## src/rtl/rx_desc_ring_pkg.sv

```systemverilog
package rx_desc_ring_pkg;
   typedef enum logic [1:0] {
      RX_IDLE = 2'd0,
      RX_FILL = 2'd1,
      RX_DROP = 2'd2
   } rx_state_e;
endpackage

```

## src/rtl/rx_desc_table.sv

```systemverilog
module rx_desc_table #(
   parameter int DEPTH = 16,
   parameter int LENW  = 16,
   parameter int IW    = $clog2(DEPTH)
) (
   input  logic             clk,
   input  logic             rst_n,
   input  logic             done_en,
   input  logic [IW-1:0]    done_idx,
   input  logic [LENW-1:0]  done_len,
   input  logic             done_trunc,
   input  logic             ret_valid,
   input  logic [IW-1:0]    rd_idx,
   output logic [DEPTH-1:0] own_vec,
   output logic             rd_cpu_own,
   output logic [LENW-1:0]  rd_len,
   output logic             rd_trunc,
   output logic [IW-1:0]    tail_idx
);
   localparam logic [IW-1:0] LAST = IW'(DEPTH - 1);

   logic [DEPTH-1:0][LENW-1:0] len_all;
   logic [DEPTH-1:0]           trunc_all;
   logic [IW-1:0]              tail_q;
   logic                       ret_ok;

   assign ret_ok = ret_valid && own_vec[tail_q];

   for (genvar e = 0; e < DEPTH; e++) begin : g_entry
      logic            own_q;
      logic [LENW-1:0] len_q;
      logic            trunc_q;
      always_ff @(posedge clk) begin
         if (!rst_n) begin
            own_q   <= 1'b0;
            len_q   <= '0;
            trunc_q <= 1'b0;
         end else if (done_en && done_idx == IW'(e)) begin
            own_q   <= 1'b1;
            len_q   <= done_len;
            trunc_q <= done_trunc;
         end else if (ret_ok && tail_q == IW'(e)) begin
            own_q   <= 1'b0;
         end
      end
      assign own_vec[e]   = own_q;
      assign len_all[e]   = len_q;
      assign trunc_all[e] = trunc_q;
   end

   always_ff @(posedge clk) begin
      if (!rst_n)      tail_q <= '0;
      else if (ret_ok) tail_q <= (tail_q == LAST) ? '0 : tail_q + IW'(1);
   end

   always_comb begin
      rd_cpu_own = 1'b0;
      rd_len     = '0;
      rd_trunc   = 1'b0;
      if (32'(rd_idx) < DEPTH) begin
         rd_cpu_own = own_vec[rd_idx];
         rd_len     = len_all[rd_idx];
         rd_trunc   = trunc_all[rd_idx];
      end
   end

   assign tail_idx = tail_q;
endmodule

```

## src/rtl/rx_frame_fsm.sv

```systemverilog
module rx_frame_fsm
   import rx_desc_ring_pkg::*;
#(
   parameter int DEPTH     = 16,
   parameter int BUF_BYTES = 1524,
   parameter int LENW      = 16,
   parameter int AW        = 16,
   parameter int DATAW     = 8,
   parameter int BASE_ADDR = 0,
   parameter int IW        = $clog2(DEPTH)
) (
   input  logic             clk,
   input  logic             rst_n,
   input  logic             in_valid,
   input  logic             in_sop,
   input  logic             in_eop,
   input  logic [DATAW-1:0] in_data,
   input  logic [DEPTH-1:0] own_vec,
   output logic             wr_en,
   output logic [AW-1:0]    wr_addr,
   output logic [DATAW-1:0] wr_data,
   output logic             done_en,
   output logic [LENW-1:0]  done_len,
   output logic             done_trunc,
   output logic             drop_pulse,
   output logic [IW-1:0]    head_idx,
   output logic             irq
);
   localparam logic [IW-1:0] LAST = IW'(DEPTH - 1);

   rx_state_e       state_q, state_d;
   logic [IW-1:0]   head_q;
   logic [LENW-1:0] cnt_q, cnt_d;
   logic            trunc_q, trunc_d;
   logic            room;
   logic [LENW-1:0] offset;

   assign room   = 32'(cnt_q) < BUF_BYTES;
   assign offset = (state_q == RX_FILL) ? cnt_q : '0;

   always_comb begin
      state_d    = state_q;
      cnt_d      = cnt_q;
      trunc_d    = trunc_q;
      wr_en      = 1'b0;
      done_en    = 1'b0;
      done_len   = '0;
      done_trunc = 1'b0;
      drop_pulse = 1'b0;
      unique case (state_q)
         RX_IDLE: if (in_valid && in_sop) begin
            if (!own_vec[head_q]) begin
               wr_en   = 1'b1;
               cnt_d   = LENW'(1);
               trunc_d = 1'b0;
               if (in_eop) begin
                  done_en  = 1'b1;
                  done_len = LENW'(1);
               end else begin
                  state_d = RX_FILL;
               end
            end else begin
               drop_pulse = 1'b1;
               if (!in_eop) state_d = RX_DROP;
            end
         end
         RX_FILL: if (in_valid) begin
            wr_en   = room;
            cnt_d   = cnt_q + LENW'(room);
            trunc_d = trunc_q | !room;
            if (in_eop) begin
               done_en    = 1'b1;
               done_len   = cnt_d;
               done_trunc = trunc_d;
               state_d    = RX_IDLE;
            end
         end
         RX_DROP: if (in_valid && in_eop) state_d = RX_IDLE;
         default: state_d = RX_IDLE;
      endcase
   end

   always_ff @(posedge clk) begin
      if (!rst_n) begin
         state_q <= RX_IDLE;
         head_q  <= '0;
         cnt_q   <= '0;
         trunc_q <= 1'b0;
         irq     <= 1'b0;
      end else begin
         state_q <= state_d;
         cnt_q   <= cnt_d;
         trunc_q <= trunc_d;
         irq     <= done_en;
         if (done_en) head_q <= (head_q == LAST) ? '0 : head_q + IW'(1);
      end
   end

   assign wr_addr  = AW'(BASE_ADDR + 32'(head_q) * BUF_BYTES + 32'(offset));
   assign wr_data  = in_data;
   assign head_idx = head_q;
endmodule

```

## src/rtl/rx_sat_counter.sv

```systemverilog
module rx_sat_counter #(
   parameter int W = 8
) (
   input  logic         clk,
   input  logic         rst_n,
   input  logic         inc,
   output logic [W-1:0] count
);
   localparam logic [W-1:0] TOP = {W{1'b1}};

   always_ff @(posedge clk) begin
      if (!rst_n)                    count <= '0;
      else if (inc && count != TOP)  count <= count + W'(1);
   end
endmodule

```

## src/rtl/rx_desc_ring.sv

```systemverilog
module rx_desc_ring #(
   parameter int DEPTH     = 16,
   parameter int BUF_BYTES = 1524,
   parameter int LENW      = 16,
   parameter int AW        = 16,
   parameter int DATAW     = 8,
   parameter int OVRW      = 8,
   parameter int BASE_ADDR = 0,
   parameter int IW        = $clog2(DEPTH)
) (
   input  logic             clk,
   input  logic             rst_n,
   input  logic             in_valid,
   input  logic             in_sop,
   input  logic             in_eop,
   input  logic [DATAW-1:0] in_data,
   output logic             wr_en,
   output logic [AW-1:0]    wr_addr,
   output logic [DATAW-1:0] wr_data,
   input  logic             ret_valid,
   input  logic [IW-1:0]    rd_idx,
   output logic             rd_cpu_own,
   output logic [LENW-1:0]  rd_len,
   output logic             rd_trunc,
   output logic [AW-1:0]    rd_base,
   output logic             rx_irq,
   output logic [IW-1:0]    head_idx,
   output logic [IW-1:0]    tail_idx,
   output logic [OVRW-1:0]  ovr_count
);
   if (DEPTH < 2) begin : g_bad_depth
      $error("DEPTH must be at least 2");
   end
   if (BUF_BYTES < 1 || BUF_BYTES >= 2**LENW) begin : g_bad_len
      $error("BUF_BYTES must fit in LENW bits");
   end
   if (BASE_ADDR + DEPTH * BUF_BYTES > 2**AW) begin : g_bad_addr
      $error("ring does not fit in AW address bits");
   end

   logic [DEPTH-1:0] own_vec;
   logic             done_en;
   logic [LENW-1:0]  done_len;
   logic             done_trunc;
   logic             drop_pulse;

   rx_frame_fsm #(
      .DEPTH(DEPTH), .BUF_BYTES(BUF_BYTES), .LENW(LENW), .AW(AW),
      .DATAW(DATAW), .BASE_ADDR(BASE_ADDR), .IW(IW)
   ) u_fsm (
      .clk(clk), .rst_n(rst_n),
      .in_valid(in_valid), .in_sop(in_sop), .in_eop(in_eop), .in_data(in_data),
      .own_vec(own_vec),
      .wr_en(wr_en), .wr_addr(wr_addr), .wr_data(wr_data),
      .done_en(done_en), .done_len(done_len), .done_trunc(done_trunc),
      .drop_pulse(drop_pulse), .head_idx(head_idx), .irq(rx_irq)
   );

   rx_desc_table #(.DEPTH(DEPTH), .LENW(LENW), .IW(IW)) u_table (
      .clk(clk), .rst_n(rst_n),
      .done_en(done_en), .done_idx(head_idx), .done_len(done_len),
      .done_trunc(done_trunc), .ret_valid(ret_valid), .rd_idx(rd_idx),
      .own_vec(own_vec), .rd_cpu_own(rd_cpu_own), .rd_len(rd_len),
      .rd_trunc(rd_trunc), .tail_idx(tail_idx)
   );

   rx_sat_counter #(.W(OVRW)) u_ovr (
      .clk(clk), .rst_n(rst_n), .inc(drop_pulse), .count(ovr_count)
   );

   assign rd_base = (32'(rd_idx) < DEPTH) ? AW'(BASE_ADDR + 32'(rd_idx) * BUF_BYTES) : '0;
endmodule

```

## config.mk

```make
export PLATFORM = sky130hd
export DESIGN_NAME = rx_desc_ring
export DESIGN_NICKNAME = d
export VERILOG_FILES = /design/src/rtl/rx_desc_ring_pkg.sv /design/src/rtl/rx_desc_table.sv /design/src/rtl/rx_frame_fsm.sv /design/src/rtl/rx_sat_counter.sv /design/src/rtl/rx_desc_ring.sv
export SDC_FILE = /design/constraint.sdc
export NUM_CORES = 1
export LEC_CHECK = 0
export BUFFER_PORTS_ARGS = -buffer_cell sky130_fd_sc_hd__buf_2
export CAP_MARGIN = 20
export CELL_PAD_IN_SITES_DETAIL_PLACEMENT = 1
export CELL_PAD_IN_SITES_GLOBAL_PLACEMENT = 1
export CORE_MARGIN = 2
export CORE_UTILIZATION = 44
export DETAILED_ROUTE_END_ITERATION = 8
export PLACE_DENSITY = 0.8
export SYNTH_ARGS = -nofsm -noshare
export SYNTH_HDL_FRONTEND = slang
export SYNTH_SLANG_ARGS = --single-unit
```

## constraint.sdc

```tcl
create_clock -name clk -period 3.87 [get_ports clk]
set_clock_uncertainty 0.05 [all_clocks]
set_input_delay 0.1935 -clock clk [delete_from_list [all_inputs] [get_ports clk]]
set_output_delay 0.1935 -clock clk [all_outputs]
set_load 0.02 [all_outputs]
```

---- After elaboration in Yosys (flattened, before gate mapping) ----
Index checks and enable logic that the tools add are counted.
word-level totals
  flip-flop bits (word level) ............. 324
  output and inout bits ................... 76
  logic and storage cells ................. 247
operators by class
  $add $sub $neg .......................... 5
  multiply operators ...................... 2
  order comparisons ....................... 4
  eq/ne operators ......................... 39
  mux-type cells .......................... 82
  bitwise gates (word level) .............. 1
  reduce and logical (&&, ||, !) cells .... 59
operator list
  kind                  number
  $mux 16               9
  $bmux 16 s4           1
  $eq 4x4->1 const B    16
  $pmux 16 s2           2
  $mux 1                53
  $logic_and 1x1->1     36
  $reduce_bool 2->1     17
  $eq 4x3->1 const B    8
  $mul 4x9->13 const B  2
  $add 15x16->16        1
  $add 16x1->16         1
  $bmux 1 s4            4
  $eq 4x2->1 const B    4
  $lt 16x11->1 const B  1
  $lt 4x5->1 const B    3
  $mux 2                7
  $add 4x1->4 const B   2
  $add 8x1->8 const B   1
  $eq 4x1->1 const B    2
  $logic_not 4->1       2
  $mux 4                2
  $ne 2x2->1 const B    4
  $ne 8x8->1 const B    1
  $pmux 1 s2            3
  9 further kinds       10

---- Longest topological paths before layout ----
Gate-level depths: netlist (run 1).
  depth in word-level cells ............... 7
  gate-level depth with buffers ........... 17
  gate-level depth less buffers ........... 17

---- Cells and area by module ----
A second synthesis (run 1) with hierarchy kept.
unflattened totals
  cells, all modules ...................... 1970
  area, all modules ....................... 17827.1 µm²
modules (own cells, without submodules)
  module          times used  cells each  area each (µm²)
  rx_desc_table   1           1468        13724.4
  rx_frame_fsm    1           383         3016.6
  rx_desc_ring    1           72          681.9
  rx_sat_counter  1           47          404.1

---- Worst setup path after synthesis (run 1) ----
OpenSTA, ideal clock, no wires.
  kind .................................... register to output
  start point ............................. reg u_fsm.head_q[1] (netlist: u_fsm.head_idx[1])
  end point ............................... out wr_addr[14]
  arrival time ............................ 4280 ps
  required time ........................... 3627 ps
  path slack .............................. -654 ps
  cell stages (with the launch flop) ...... 14
  buffers on the path ..................... 0
  cell sequence ........................... dfxtp_1 -> fa_1 -> fa_1 -> ha_1 -> nor2b_1 -> o21ai_0 -> a21boi_0 -> o21ai_0 -> nor2b_1 -> xnor2_1 -> ha_1 -> nor3_1 -> a211oi_1 -> o311ai_0
between the ends
  cells in the longest elaborated chain, start to end .. 2
RTL lines
  item                    RTL line            RTL
  from (decl)             rx_frame_fsm.sv:32  logic [IW-1:0] head_q;
  from (signal assigned)  rx_frame_fsm.sv:95  if (done_en) head_q <= (head_q == LAST) ? '0 : head_q + IW'(1);
  $mul 4x9->13            rx_frame_fsm.sv:99  assign wr_addr = AW'(BASE_ADDR + 32'(head_q) * BUF_BYTES + 32'(offset));
  $add 15x16->16          rx_frame_fsm.sv:99
  to (decl)               rx_desc_ring.sv:18  output logic [AW-1:0] wr_addr,
No other way between the ends.

---- Worst setup path after layout (run 1) ----
  start point ............................. reg u_fsm.head_q[3] (netlist: u_fsm.head_idx[3])
  end point ............................... out wr_addr[15]
The elaborated chain is that of the path after synthesis.

==> metrics.md, run 1 <==
| Metric | Value |
|---|---|
| Cell Int Power | `5740 uW` |
| Combinational family with the most area after synthesis | `compound AO/OA/AOI/OAI gates` |
| Final worst-path setup slack | `-738 ps` |
| Tcrit/Tclk final | `1.19` |
| Least-Margin Pin Slew | `1010 ps` |
| CP bufs+invs | `1` |
| Clock sinks | `324` |
| Detail Route Antenna Nets | `0` |
| CP Data Required Time | `3630 ps` |
| Grt total ovfl | `0` |
| Avg Synthesized Cell Area | `9.27 um^2` |
| Layout cells sized above 1 | `0.192` |
| Synth warn | `0` |
| Post-synth cell types | `63` |
| Post-synthesis compound-gate area fraction | `0.228` |
| Slew margin rel. | `0.323` |
| CP max stage delay | `610 ps` |
| Outcome | `complete, but fails checks` |
| Dpl hpwl | `36300 um` |
| MaxCap Viol Count | `0` |
| Number of flops mapped to enable cells by yosys | `0` |
| Initial antenna violation count | `2` |
| CP max FO | `4` |
| I/O Buffers | `74` |
| Initial core utilization | `0.443` |
| RSZ-0062 raised after global routing | `yes` |
| Final Hold Fails | `0` |
| Xor/xnor share of the synthesized area | `0.0224` |
| Skew-Pair Late Insertion Delay | `570 ps` |
| DRC errors left | `0` |
| Vias | `14780` |
| Gp weighted congestion | `0.850` |
| Design Area, Final | `0.0199 mm^2` |
| Synthesized instance count | `1891` |
| Die area | `0.0415 mm^2` |
| First-pass GRT wire length | `87300 um` |
| Ys async rst share | `0` |
| CTS clk-pin slew, worst paths | `60 ps` |
| Layout area overhead | `13.4%` |
| DP Area | `0.0183 mm^2` |
| Post-layout power | `7730 uW` |
| Placement Setup Slack | `-283 ps` |
| Failing checks | `negative setup slack` |
| Sw Ratio | `0.257` |
| Area leader, netlist | `dfxtp_1` |
| Crit path max-delay family | `adder cells` |
| Yosys reg bits | `324` |
| Max VDD drop | `0.414 mV` |
| Final WL | `54300 um` |
| Largest cells by area after synthesis | `dfxtp_1 37%, mux4_2 13%, a21boi_0 8.0%` |
| Critical path endpoint category | `primary output` |
| Wire length per cell | `22.2 um` |
| Vias per cell | `6.04` |
| Setup tns final | `-3940 ps` |
| TritonCTS clock tree | `done` |
| H-Tree Level Count | `2` |
| Height of the die | `204 um` |
| Power per cell area | `389 mW/mm^2` |
| Final slew viol count | `0` |
| CTS Buffer Depth | `3` |
| Rows | `73` |
| Vias in the first global route | `15766` |
| NetSw | `1990 uW` |
| Post-synth top area share | `0.370` |
| Pre-antenna DRT Iters | `4` |
| Setup violators final | `8` |
| Ys flop type | `dfxtp_1` |
| Seq pwr share | `0.433` |
| Fin crit period | `4610 ps` |
| Sequential cell area fraction in the yosys report | `0.370` |
| Hold Path Class | `input pin to flip-flop` |
| Comb pwr share | `0.094` |
| Post-Synth Adder-Cell Area | `0.0599` |
| CP max-delay cell | `fa_1` |
| Die width | `204 um` |
| Clk pwr share | `0.473` |
| Total GRT Usage | `0.263` |
| Static Leak | `0.00706 uW` |
| Core Area | `0.0395 mm^2` |
| Detailed Route Iter0 Violations | `1148` |
| Crit Path Category | `flip-flop to primary output` |
| CP arrival | `4360 ps` |
| Mux contribution to synthesized area | `0.129` |
| Root buf cell | `clkbuf_16` |
| Critical Path, Cell by Cell | `fa_2 -> fa_1 -> ha_4 -> nor2b_2 -> o21ai_2 -> a21boi_2 -> o21ai_2 -> nor2b_2 -> xnor2_1 -> ha_2 -> a21o_1 -> a21o_1 -> a31oi_4 -> nand2_1 -> o211ai_1 -> buf_4` |
| I/O pin cnt | `94` |
| Final hold slack | `57.8 ps` |
| Cts bufs inserted | `37` |
| Fmax | `0.217 GHz` |
| Synth Area in Simple Gates | `0.139` |
| Startpoint types | `flip-flop` |
| Largest net degree at the start of global routing | `222` |
| Final nets | `1986` |
| Post-Syn Area | `0.0175 mm^2` |
[final timing paths]
check	cells after the start	start	end	slack (ps)
hold reg to reg	2	u_table.g_entry[3].len_q[9]	u_table.g_entry[3].len_q[9]	410
setup reg to reg	10	u_fsm.cnt_q[15]	u_table.g_entry[6].len_q[9]	440
setup / recovery	16	u_fsm.head_idx[3]	wr_addr[15]	-740
hold / removal	3	in_sop	u_fsm.cnt_q[1]	60
[through the flow]
stage	std cells	utilization
2_1_floorplan	1893	-
3_3_place_gp	2369	0.464
3_5_place_dp	2369	0.464
4_1_cts	2443	0.501
5_1_grt	2444	0.503
6_report	2445	0.503
[power by group through the flow]
stage | Sequential [uW] | Combinational [uW] | Clock, uW
6_report | 3350 | 727 | 3660
5_1_grt | 3350 | 785 | 3830
4_1_cts | 3350 | 725 | 3690
3_5_place_dp | 3420 | 709 | 0
3_3_place_gp | 3420 | 691 | 0
2_1_floorplan | 3420 | 516 | 0
[state kept, by name, indices dropped and copies added (netlist names)]
signal                   flops
u_fsm.cnt_q                 16
u_fsm.head_idx               4
u_fsm.irq                    1
u_fsm.state_q                2
u_fsm.trunc_q                1
u_ovr.count                  8
u_table.g_entry.len_q      256
u_table.g_entry.own_q       16
u_table.g_entry.trunc_q     16
u_table.tail_idx             4
[synth_stat cells (12+ instances only)]
cell type / count
buf_2: 20
and2_1: 37
fa_1: 15
nor3_1: 14
xnor2_1: 28
ha_1: 60
o221a_2: 16
a21oi_1: 27
nand3_1: 66
dfxtp_1: 324
nand2_1: 286
a21boi_1: 21
nor2b_1: 12
mux4_2: 99
xor2_1: 15
o21ai_0: 248
inv_1: 27
o21a_1: 35
o22ai_1: 21
a21o_1: 12
buf_4: 14
nor2_1: 33
clkbuf_1: 140
a21boi_0: 188
[cell families after synthesis]
group | after synthesis
buf+inv | 211
other cells | 1
fa+ha+maj | 75
simple gates | 520
flops | 324
xor+xnor | 44
compound gates | 614
mux | 102
[layout make-up]
class / count / area (um^2)
clock buffer: 55 / 1070
tap: 525 / 657
sequential: 324 / 6500
clock inverter: 10 / 180
timing repair buffer: 145 / 985
multi-input combinational: 1358 / 10400
inverter: 27 / 101
fill: 4421 / 19700
antenna: 1 / 2.50
[per-layer routing]
metal	track usage	routed length, um	vias to the layer above	part of all wire
li1	-	-	6762	-
met1	0.336	23100	7542	0.43
met2	0.456	27200	377	0.50
met3	0.0360	2600	97	0.048
met4	0.0884	1330	2	0.024
met5	0	13	-	0.00024
[placed cells by master, fill, tap and decap left out, types with 16 or more instances in the layout]
cell / netlist / final
dfxtp_1: 324 / 321
nand2_1: 286 / 286
o21ai_0: 248 / 245
a21boi_0: 188 / 185
mux4_2: 99 / 99
buf_4: 14 / 71
nand3_1: 66 / 66
buf_2: 20 / 63
ha_1: 60 / 51
and2_1: 37 / 37
clkbuf_16: 0 / 37
o21a_1: 35 / 35
nor2_1: 33 / 32
inv_1: 27 / 26
xnor2_1: 28 / 26
a21oi_1: 27 / 24
a21boi_1: 21 / 22
o22ai_1: 21 / 21
o221a_2: 16 / 16
[tightest hold or removal path, cell delays in order]
cell     delay [ps]
buf_2           130
and3_1          180
o21ai_0         100
[repair_timing]
action / CTS / global route
hold buffers: 6 / 0
resized for setup: 30 / 14
hold endpoints to repair: 3 / 0
setup endpoints to repair: 8 / 8
cloned: 0 / 0
pin swaps: 15 / 3
buffers inserted: 3 / 1
Power figures use the tool's default switching activity.
==> run 2: changes to the inputs <==
--- a/config.mk
+++ b/config.mk
@@ -11,8 +11,11 @@
 export CELL_PAD_IN_SITES_GLOBAL_PLACEMENT = 1
 export CORE_MARGIN = 2
 export CORE_UTILIZATION = 44
+export CTS_CLUSTER_DIAMETER = 200
 export DETAILED_ROUTE_END_ITERATION = 8
 export PLACE_DENSITY = 0.8
+export RECOVER_POWER = 50
+export SETUP_SLACK_MARGIN = 0.02
 export SYNTH_ARGS = -nofsm -noshare
 export SYNTH_HDL_FRONTEND = slang
 export SYNTH_SLANG_ARGS = --single-unit
==> run 2 against run 1 <==
Effect of this change:
- the flow finishes with violations (max-capacitance violations, max-slew violations, negative setup slack)
- register-to-register slack got worse by 780 ps
- non-clock buffer count did not move
- highest routed layer unchanged
- global-route usage did not move
- worst setup slack barely moved
- sequential share of layout area rose by 0.16 points
- clock-buffer cell count did not move
- hold slack improved by 6.1 ps
- largest cell class unchanged
- critical endpoint unchanged
- critical path depth did not move
- sequential power barely moved
==> metrics.md, run 2 (synthesis results as in run 1) <==
| Metric | Value |
|---|---|
| Cts bufs inserted | `37 (unchanged)` |
| Met3 usage | `0.0360 (unchanged)` |
| First-pass GRT wire length | `87300 um (unchanged)` |
| Largest net degree at the start of global routing | `222 (unchanged)` |
| Final hold slack | `63.9 ps (was 57.8 ps)` |
| Endpoint, Worst Hold | `u_fsm.cnt_q[1] (unchanged)` |
| Tcrit/Tclk final | `1.19 (about the same)` |
| Clk pwr share | `0.473 (about the same)` |
| Vias per cell | `6.06 (was 6.04)` |
| Pre-antenna DRT Iters | `4 (unchanged)` |
| Final Hold Fails | `0 (unchanged)` |
| Comb pwr share | `0.093 (was 0.094)` |
| Worst r2r src | `u_fsm.state_q[0] (was u_fsm.cnt_q[15])` |
| Wire length per cell | `22.2 um (about the same)` |
| TritonCTS clock tree | `done (unchanged)` |
| RR Endpoint | `u_table.g_entry[15].len_q[14] (was u_table.g_entry[6].len_q[9])` |
| Final slew viol count | `71 (was 0)` |
| Min-delay src | `in_sop (unchanged)` |
| Clock sinks | `324 (unchanged)` |
| Final WL | `54400 um (was 54300 um)` |
| Top reg by flops | `u_table.g_entry.len_q (unchanged)` |
| CTS clk-pin slew, worst paths | `60 ps (about the same)` |
| NetSw | `1990 uW (about the same)` |
| Total GRT Usage | `0.263 (unchanged)` |
| Core Area | `0.0395 mm^2 (unchanged)` |
| Vias in the first global route | `15766 (unchanged)` |
| I/O pin cnt | `94 (unchanged)` |
| Layout area overhead | `12.8% (was 13.4%)` |
| Failing checks | `max-capacitance violations, max-slew violations, negative setup slack (was negative setup slack)` |
| RSZ-0062 raised after global routing | `yes (unchanged)` |
| Critical path endpoint category | `primary output (unchanged)` |
| Reg2Reg Setup Slack | `-340 ps (was 440 ps)` |
| Initial antenna violation count | `2 (unchanged)` |
| Detailed Route Iter0 Violations | `1157 (was 1148)` |
| Worst r2r path cells | `9 (was 10)` |
| H-Tree Level Count | `2 (unchanged)` |
| CTS Buffer Depth | `3 (unchanged)` |
| Met1 Usage GRT | `0.336 (unchanged)` |
| Fin crit period | `4610 ps (about the same)` |
| Least-Margin Pin Slew | `1950 ps (was 1010 ps)` |
| Post-layout power | `7720 uW (was 7730 uW)` |
| Startpoint types | `flip-flop (unchanged)` |
| Hold Path Class | `input pin to flip-flop (unchanged)` |
| Gp weighted congestion | `0.850 (unchanged)` |
| Met2 usage | `0.456 (unchanged)` |
| Static Leak | `0.00684 uW (was 0.00706 uW)` |
| I/O Buffers | `74 (unchanged)` |
| Outcome | `complete, but fails checks (unchanged)` |
| Setup violators final | `230 (was 8)` |
| CP max FO | `4 (unchanged)` |
| Cell Int Power | `5740 uW (about the same)` |
| Vias | `14821 (was 14780)` |
| Leading cell types in the layout, fill and taps excluded | `321 x dfxtp_1, 286 x nand2_1, 245 x o21ai_0 (unchanged)` |
| CP arrival | `4360 ps (about the same)` |
| Placement Setup Slack | `-283 ps (unchanged)` |
| MaxCap Viol Count | `2 (was 0)` |
| DP Area | `0.0183 mm^2 (unchanged)` |
| Dpl hpwl | `36300 um (unchanged)` |
| Slew margin rel. | `-0.301 (was 0.323)` |
| Root buf cell | `clkbuf_16 (unchanged)` |
| Max VDD drop | `0.414 mV (about the same)` |
| Die width | `204 um (unchanged)` |
| Final worst-path setup slack | `-738 ps (about the same)` |
| DRC errors left | `0 (unchanged)` |
| Rows | `73 (unchanged)` |
| Fill cells | `4445 (was 4421)` |
| Initial core utilization | `0.443 (unchanged)` |
| Hold depth | `3 (unchanged)` |
| Crit Path Category | `flip-flop to primary output (unchanged)` |
| Seq pwr share | `0.434 (was 0.433)` |
| Fmax | `0.217 GHz (about the same)` |
| Most common cell after layout, fill and taps aside | `dfxtp_1 (unchanged)` |
| Max FFs per register | `256 (unchanged)` |
| Sw Ratio | `0.257 (about the same)` |
| Detail Route Antenna Nets | `0 (unchanged)` |
| Skew-Pair Late Insertion Delay | `570 ps (about the same)` |
| Design Area, Final | `0.0198 mm^2 (was 0.0199 mm^2)` |
| Setup tns final | `-37110 ps (was -3940 ps)` |
| Die area | `0.0415 mm^2 (unchanged)` |
| Final nets | `1986 (unchanged)` |
| CP Data Required Time | `3630 ps (about the same)` |
| GR peak layer | `met2 (unchanged)` |
| Grt total ovfl | `0 (unchanged)` |
| Layout cells sized above 1 | `0.165 (was 0.192)` |
| Height of the die | `204 um (unchanged)` |
| Power per cell area | `390 mW/mm^2 (was 389 mW/mm^2)` |
## run 2: cell count changes in the layout (fill, tap and decap cells not counted), moves of 2 or more
cell and change:
and2_0 +7, buf_2 -43, clkbuf_1 +50, buf_4 -9
clkbuf_2 +2, and2_1 -7
## run 2: worst max-delay path by stage
stage / from / end / slack, ps / cells after the start
5_1_grt: u_fsm.head_idx[1] / wr_addr[14] / -910 / 15
6_report: u_fsm.head_idx[3] / wr_addr[15] / -740 / 16
4_1_cts: u_fsm.head_idx[3] / wr_addr[14] / -740 / 14
3_5_place_dp: u_fsm.head_idx[1] / wr_addr[15] / -280 / 17
2_1_floorplan: u_fsm.head_idx[2] / wr_addr[15] / 20 / 15
3_3_place_gp: u_fsm.head_idx[2] / wr_addr[15] / -120 / 16
## run 2: what timing repair did
action / in CTS / in global routing
gates resized for setup: 30 / 14
endpoints found under the setup margin: 8 / 8
hold buffers: 6 / 0
pin swaps: 15 / 3
buffers inserted: 3 / 1
hold endpoints to repair: 3 / 0
## run 2: metrics by stage
step | util | cells
finish | 0.500 | 2445
global route | 0.500 | 2444
global placement | 0.464 | 2369
floorplan | - | 1893
detailed placement | 0.464 | 2369
CTS | 0.501 | 2443
## run 2: power by group through the flow
stage / clock network (uW) / registers, uW / logic, uW
CTS: 3690 / 3350 / 725
floorplan: 0 / 3420 / 516
detailed placement: 0 / 3420 / 709
global placement: 0 / 3420 / 691
global route: 3830 / 3350 / 776
finish: 3660 / 3350 / 719
## run 2: worst max-delay path: stages, from the launching register on
cell and delay (ps):
dfxtp_4 360, fa_2 490, fa_1 610, ha_4 230, nor2b_2 150, o21ai_2 150
a21boi_2 90, o21ai_2 180, nor2b_2 170, xnor2_1 130, ha_2 320, a21o_1 180
a21o_1 180, a31oi_4 210, nand2_1 80, o211ai_1 90, buf_4 170
## run 2: final cells by class
class | instances | area [um^2] | area share
Multi-Input combinational cell | 1358 | 10400 | 0.524
Antenna cell | 1 | 2.50 | 0.000126
Timing Repair Buffer | 145 | 900 | 0.0455
Clock inverter | 10 | 180 | 0.00911
Clock buffer | 55 | 1070 | 0.0543
Sequential cell | 324 | 6500 | 0.328
Tap cell | 525 | 657 | 0.0332
Inverter | 27 | 101 | 0.00512
## run 2: per-layer routing
metal / part of all wire / vias up
met5: 0.00024 / -
met4: 0.023 / 2
met3: 0.048 / 89
met2: 0.50 / 381
met1: 0.43 / 7590
li1: - / 6759
==> run 3: changes to the inputs <==
--- a/config.mk
+++ b/config.mk
@@ -10,10 +10,11 @@
 export CELL_PAD_IN_SITES_DETAIL_PLACEMENT = 1
 export CELL_PAD_IN_SITES_GLOBAL_PLACEMENT = 1
 export CORE_MARGIN = 2
-export CORE_UTILIZATION = 44
+export CORE_UTILIZATION = 45
+export CTS_BUF_LIST = sky130_fd_sc_hd__clkbuf_4 sky130_fd_sc_hd__clkbuf_8
 export CTS_CLUSTER_DIAMETER = 200
 export DETAILED_ROUTE_END_ITERATION = 8
-export PLACE_DENSITY = 0.8
+export PLACE_DENSITY = 0.82
 export RECOVER_POWER = 50
 export SETUP_SLACK_MARGIN = 0.02
 export SYNTH_ARGS = -nofsm -noshare
==> run 3 against run 2 <==
Effect of this change:
- clock power shrank 4%
- sequential share of layout area shrank 0.79 points
- design area grew 2.5%
- maximum frequency shrank 2.2%
- largest cell class unchanged
- largest power group unchanged
- critical path depth shrank 2
- sequential power is essentially flat
- die area shrank 2.2%
- the run still ends with max-capacitance violations, max-slew violations, negative setup slack left
- register-to-register slack gained 30 ps
==> metrics.md, run 3 (synthesis results as in run 1) <==
| Metric | Value |
|---|---|
| Final worst-path setup slack | `-841 ps (was -738 ps)` |
| Dpl hpwl | `36600 um (was 36300 um)` |
| Rows | `72 (was 73)` |
| Die width | `201 um (was 204 um)` |
| Setup tns final | `-37730 ps (was -37110 ps)` |
| Top reg by flops | `u_table.g_entry.len_q (unchanged)` |
| Static Leak | `0.00711 uW (was 0.00684 uW)` |
| Clock sinks | `324 (unchanged)` |
| Failing checks | `max-capacitance violations, max-slew violations, negative setup slack (unchanged)` |
| Detailed Route Iter0 Violations | `1139 (was 1157)` |
| Critical Path, Cell by Cell | `fa_2 -> fa_2 -> ha_4 -> a21oi_4 -> nand2b_4 -> a21boi_4 -> o41a_1 -> a31o_4 -> ha_4 -> inv_4 -> buf_4 -> a2111oi_4 -> o311ai_2 -> buf_4 (was fa_2 -> fa_1 -> ha_4 -> nor2b_2 -> o21ai_2 -> a21boi_2 -> o21ai_2 -> nor2b_2 -> xnor2_1 -> ha_2 -> a21o_1 -> a21o_1 -> a31oi_4 -> nand2_1 -> o211ai_1 -> buf_4)` |
| Crit Path Category | `flip-flop to primary output (unchanged)` |
| Cell Int Power | `5640 uW (was 5740 uW)` |
| Total GRT Usage | `0.279 (was 0.263)` |
| RSZ-0062 raised after global routing | `yes (unchanged)` |
| Comb pwr share | `0.101 (was 0.093)` |
| Vias per cell | `6.14 (was 6.06)` |
| Layout area overhead | `15.6% (was 12.8%)` |
| Fmax | `0.212 GHz (was 0.217 GHz)` |
| Wire length per cell | `23.1 um (was 22.2 um)` |
| Sw Ratio | `0.260 (was 0.257)` |
| Final hold slack | `173 ps (was 63.9 ps)` |
| Final nets | `2025 (was 1986)` |
| CP max FO | `5 (was 4)` |
| Gp weighted congestion | `0.875 (was 0.850)` |
| Hold Path Class | `input pin to flip-flop (unchanged)` |
| Skew-Pair Late Insertion Delay | `650 ps (was 570 ps)` |
| CP arrival | `4470 ps (was 4360 ps)` |
| Clk pwr share | `0.460 (was 0.473)` |
| Setup violators final | `226 (was 230)` |
| Largest net degree at the start of global routing | `236 (was 222)` |
| I/O Buffers | `74 (unchanged)` |
| MaxCap Viol Count | `1 (was 2)` |
| First-pass GRT wire length | `91100 um (was 87300 um)` |
| CP max-delay cell | `fa_2 (was fa_1)` |
| Initial antenna violation count | `0 (was 2)` |
| Most common cell after layout, fill and taps aside | `dfxtp_1 (unchanged)` |
| Seq pwr share | `0.440 (was 0.434)` |
| CTS Buffer Depth | `3 (unchanged)` |
| Fin crit period | `4710 ps (was 4610 ps)` |
| Least-Margin Pin Slew | `1960 ps (was 1950 ps)` |
| I/O pin cnt | `94 (unchanged)` |
| CP max stage delay | `590 ps (was 610 ps)` |
| Critical path endpoint category | `primary output (unchanged)` |
| CP bufs+invs | `3 (was 1)` |
| Fin util | `0.526 (was 0.500)` |
| Core Area | `0.0386 mm^2 (was 0.0395 mm^2)` |
| Initial core utilization | `0.455 (was 0.443)` |
| Detail Route Antenna Nets | `0 (unchanged)` |
| CTS clk-pin slew, worst paths | `70 ps (was 60 ps)` |
| Startpoint types | `flip-flop (unchanged)` |
| Power per cell area | `375 mW/mm^2 (was 390 mW/mm^2)` |
| NetSw | `1980 uW (was 1990 uW)` |
| Leading cell types in the layout, fill and taps excluded | `321 x dfxtp_1, 286 x nand2_1, 243 x o21ai_0 (was 321 x dfxtp_1, 286 x nand2_1, 245 x o21ai_0)` |
| Outcome | `complete, but fails checks (unchanged)` |
| Crit path max-delay family | `adder cells (unchanged)` |
| H-Tree Level Count | `2 (unchanged)` |
| Pre-antenna DRT Iters | `5 (was 4)` |
| Die area | `0.0406 mm^2 (was 0.0415 mm^2)` |
| CP Data Required Time | `3630 ps (about the same)` |
| Final Hold Fails | `0 (unchanged)` |
| Final slew viol count | `58 (was 71)` |
| Tcrit/Tclk final | `1.22 (was 1.19)` |
| Vias in the first global route | `16240 (was 15766)` |
| Slew margin rel. | `-0.309 (was -0.301)` |
| Height of the die | `201 um (was 204 um)` |
| Final WL | `57700 um (was 54400 um)` |
| N_diodes | `0 (was 1)` |
| Grt total ovfl | `0 (unchanged)` |
| TritonCTS clock tree | `done (unchanged)` |
| Post-layout power | `7610 uW (was 7720 uW)` |
| Cts bufs inserted | `56 (was 37)` |
| Layout cells sized above 1 | `0.206 (was 0.165)` |
| Fill cells | `4423 (was 4445)` |
| Root buf cell | `clkbuf_8 (was clkbuf_16)` |
| Max FFs per register | `256 (unchanged)` |
| Vias | `15323 (was 14821)` |
| Max VDD drop | `0.210 mV (was 0.414 mV)` |
| DRC errors left | `0 (unchanged)` |
## run 3: layout make-up
cell class,instances,area [um^2],area share
multi-input cells,1358,10600,0.524
flip-flops and latches,324,6500,0.320
clock buffers,96,1200,0.0593
repair buffers,165,1120,0.0554
well taps,518,648,0.0320
inverters,27,106,0.00524
clock inverters,7,72.6,0.00358
## run 3: metal layers
layer	up-vias	share of wire	GRT usage	wire length (um)
met1	7839	0.42	0.354	24100
met5	-	0	0	0
met3	124	0.054	0.0405	3130
met4	0	0.027	0.110	1590
li1	6864	-	-	-
met2	496	0.50	0.479	28900
## run 3: path summary, 6_finish.rpt
path                                                  start                           to  slack [ps]  depth (start not counted)
worst max-delay path                      u_fsm.head_idx[3]                  wr_addr[14]        -840                         14
worst min-delay path                                  rst_n    u_table.g_entry[13].own_q         170                          2
worst max register to register             u_fsm.state_q[0]  u_table.g_entry[2].len_q[2]        -310                         10
worst min register to register  u_table.g_entry[8].len_q[1]  u_table.g_entry[8].len_q[1]         410                          2
## run 3: worst register-to-register path: stages (launching register included)
cell and delay [ps]:
dfxtp_1 450, nor2b_1 320, clkbuf_1 840, and2_0 260, clkbuf_1 570, nand2_1 150
clkbuf_4 240, o21a_4 340, buf_4 370, o21ai_0 280, a21boi_0 160
## run 3: through the flow
| step | setup slack (ps) | cells | cell area (um^2) |
|---|---|---|---|
| after detailed placement | -229 | 2363 | 18400 |
| after floorplan | 20.0 | 1893 | 17600 |
| after global routing | -930 | 2495 | 20300 |
| final | -841 | 2495 | 20300 |
| after CTS | -871 | 2489 | 20100 |
| after global placement | -114 | 2362 | 18400 |
## run 3: power by group through the flow
stage	Sequential (uW)	Combinational (uW)	Clock (uW)
floorplan	3420	516	0
detailed placement	3420	714	0
global route	3350	822	3690
CTS	3350	749	3540
finish	3350	765	3500
global placement	3420	692	0
## run 3: timing repair
item | in CTS | in global routing
cloned | 0 | 0
setup endpoints to repair | 9 | 9
hold endpoints to repair | 8 | 0
setup buffers | 20 | 7
hold buffers | 7 | 0
pin swaps | 41 | 24
resized for setup | 60 | 37
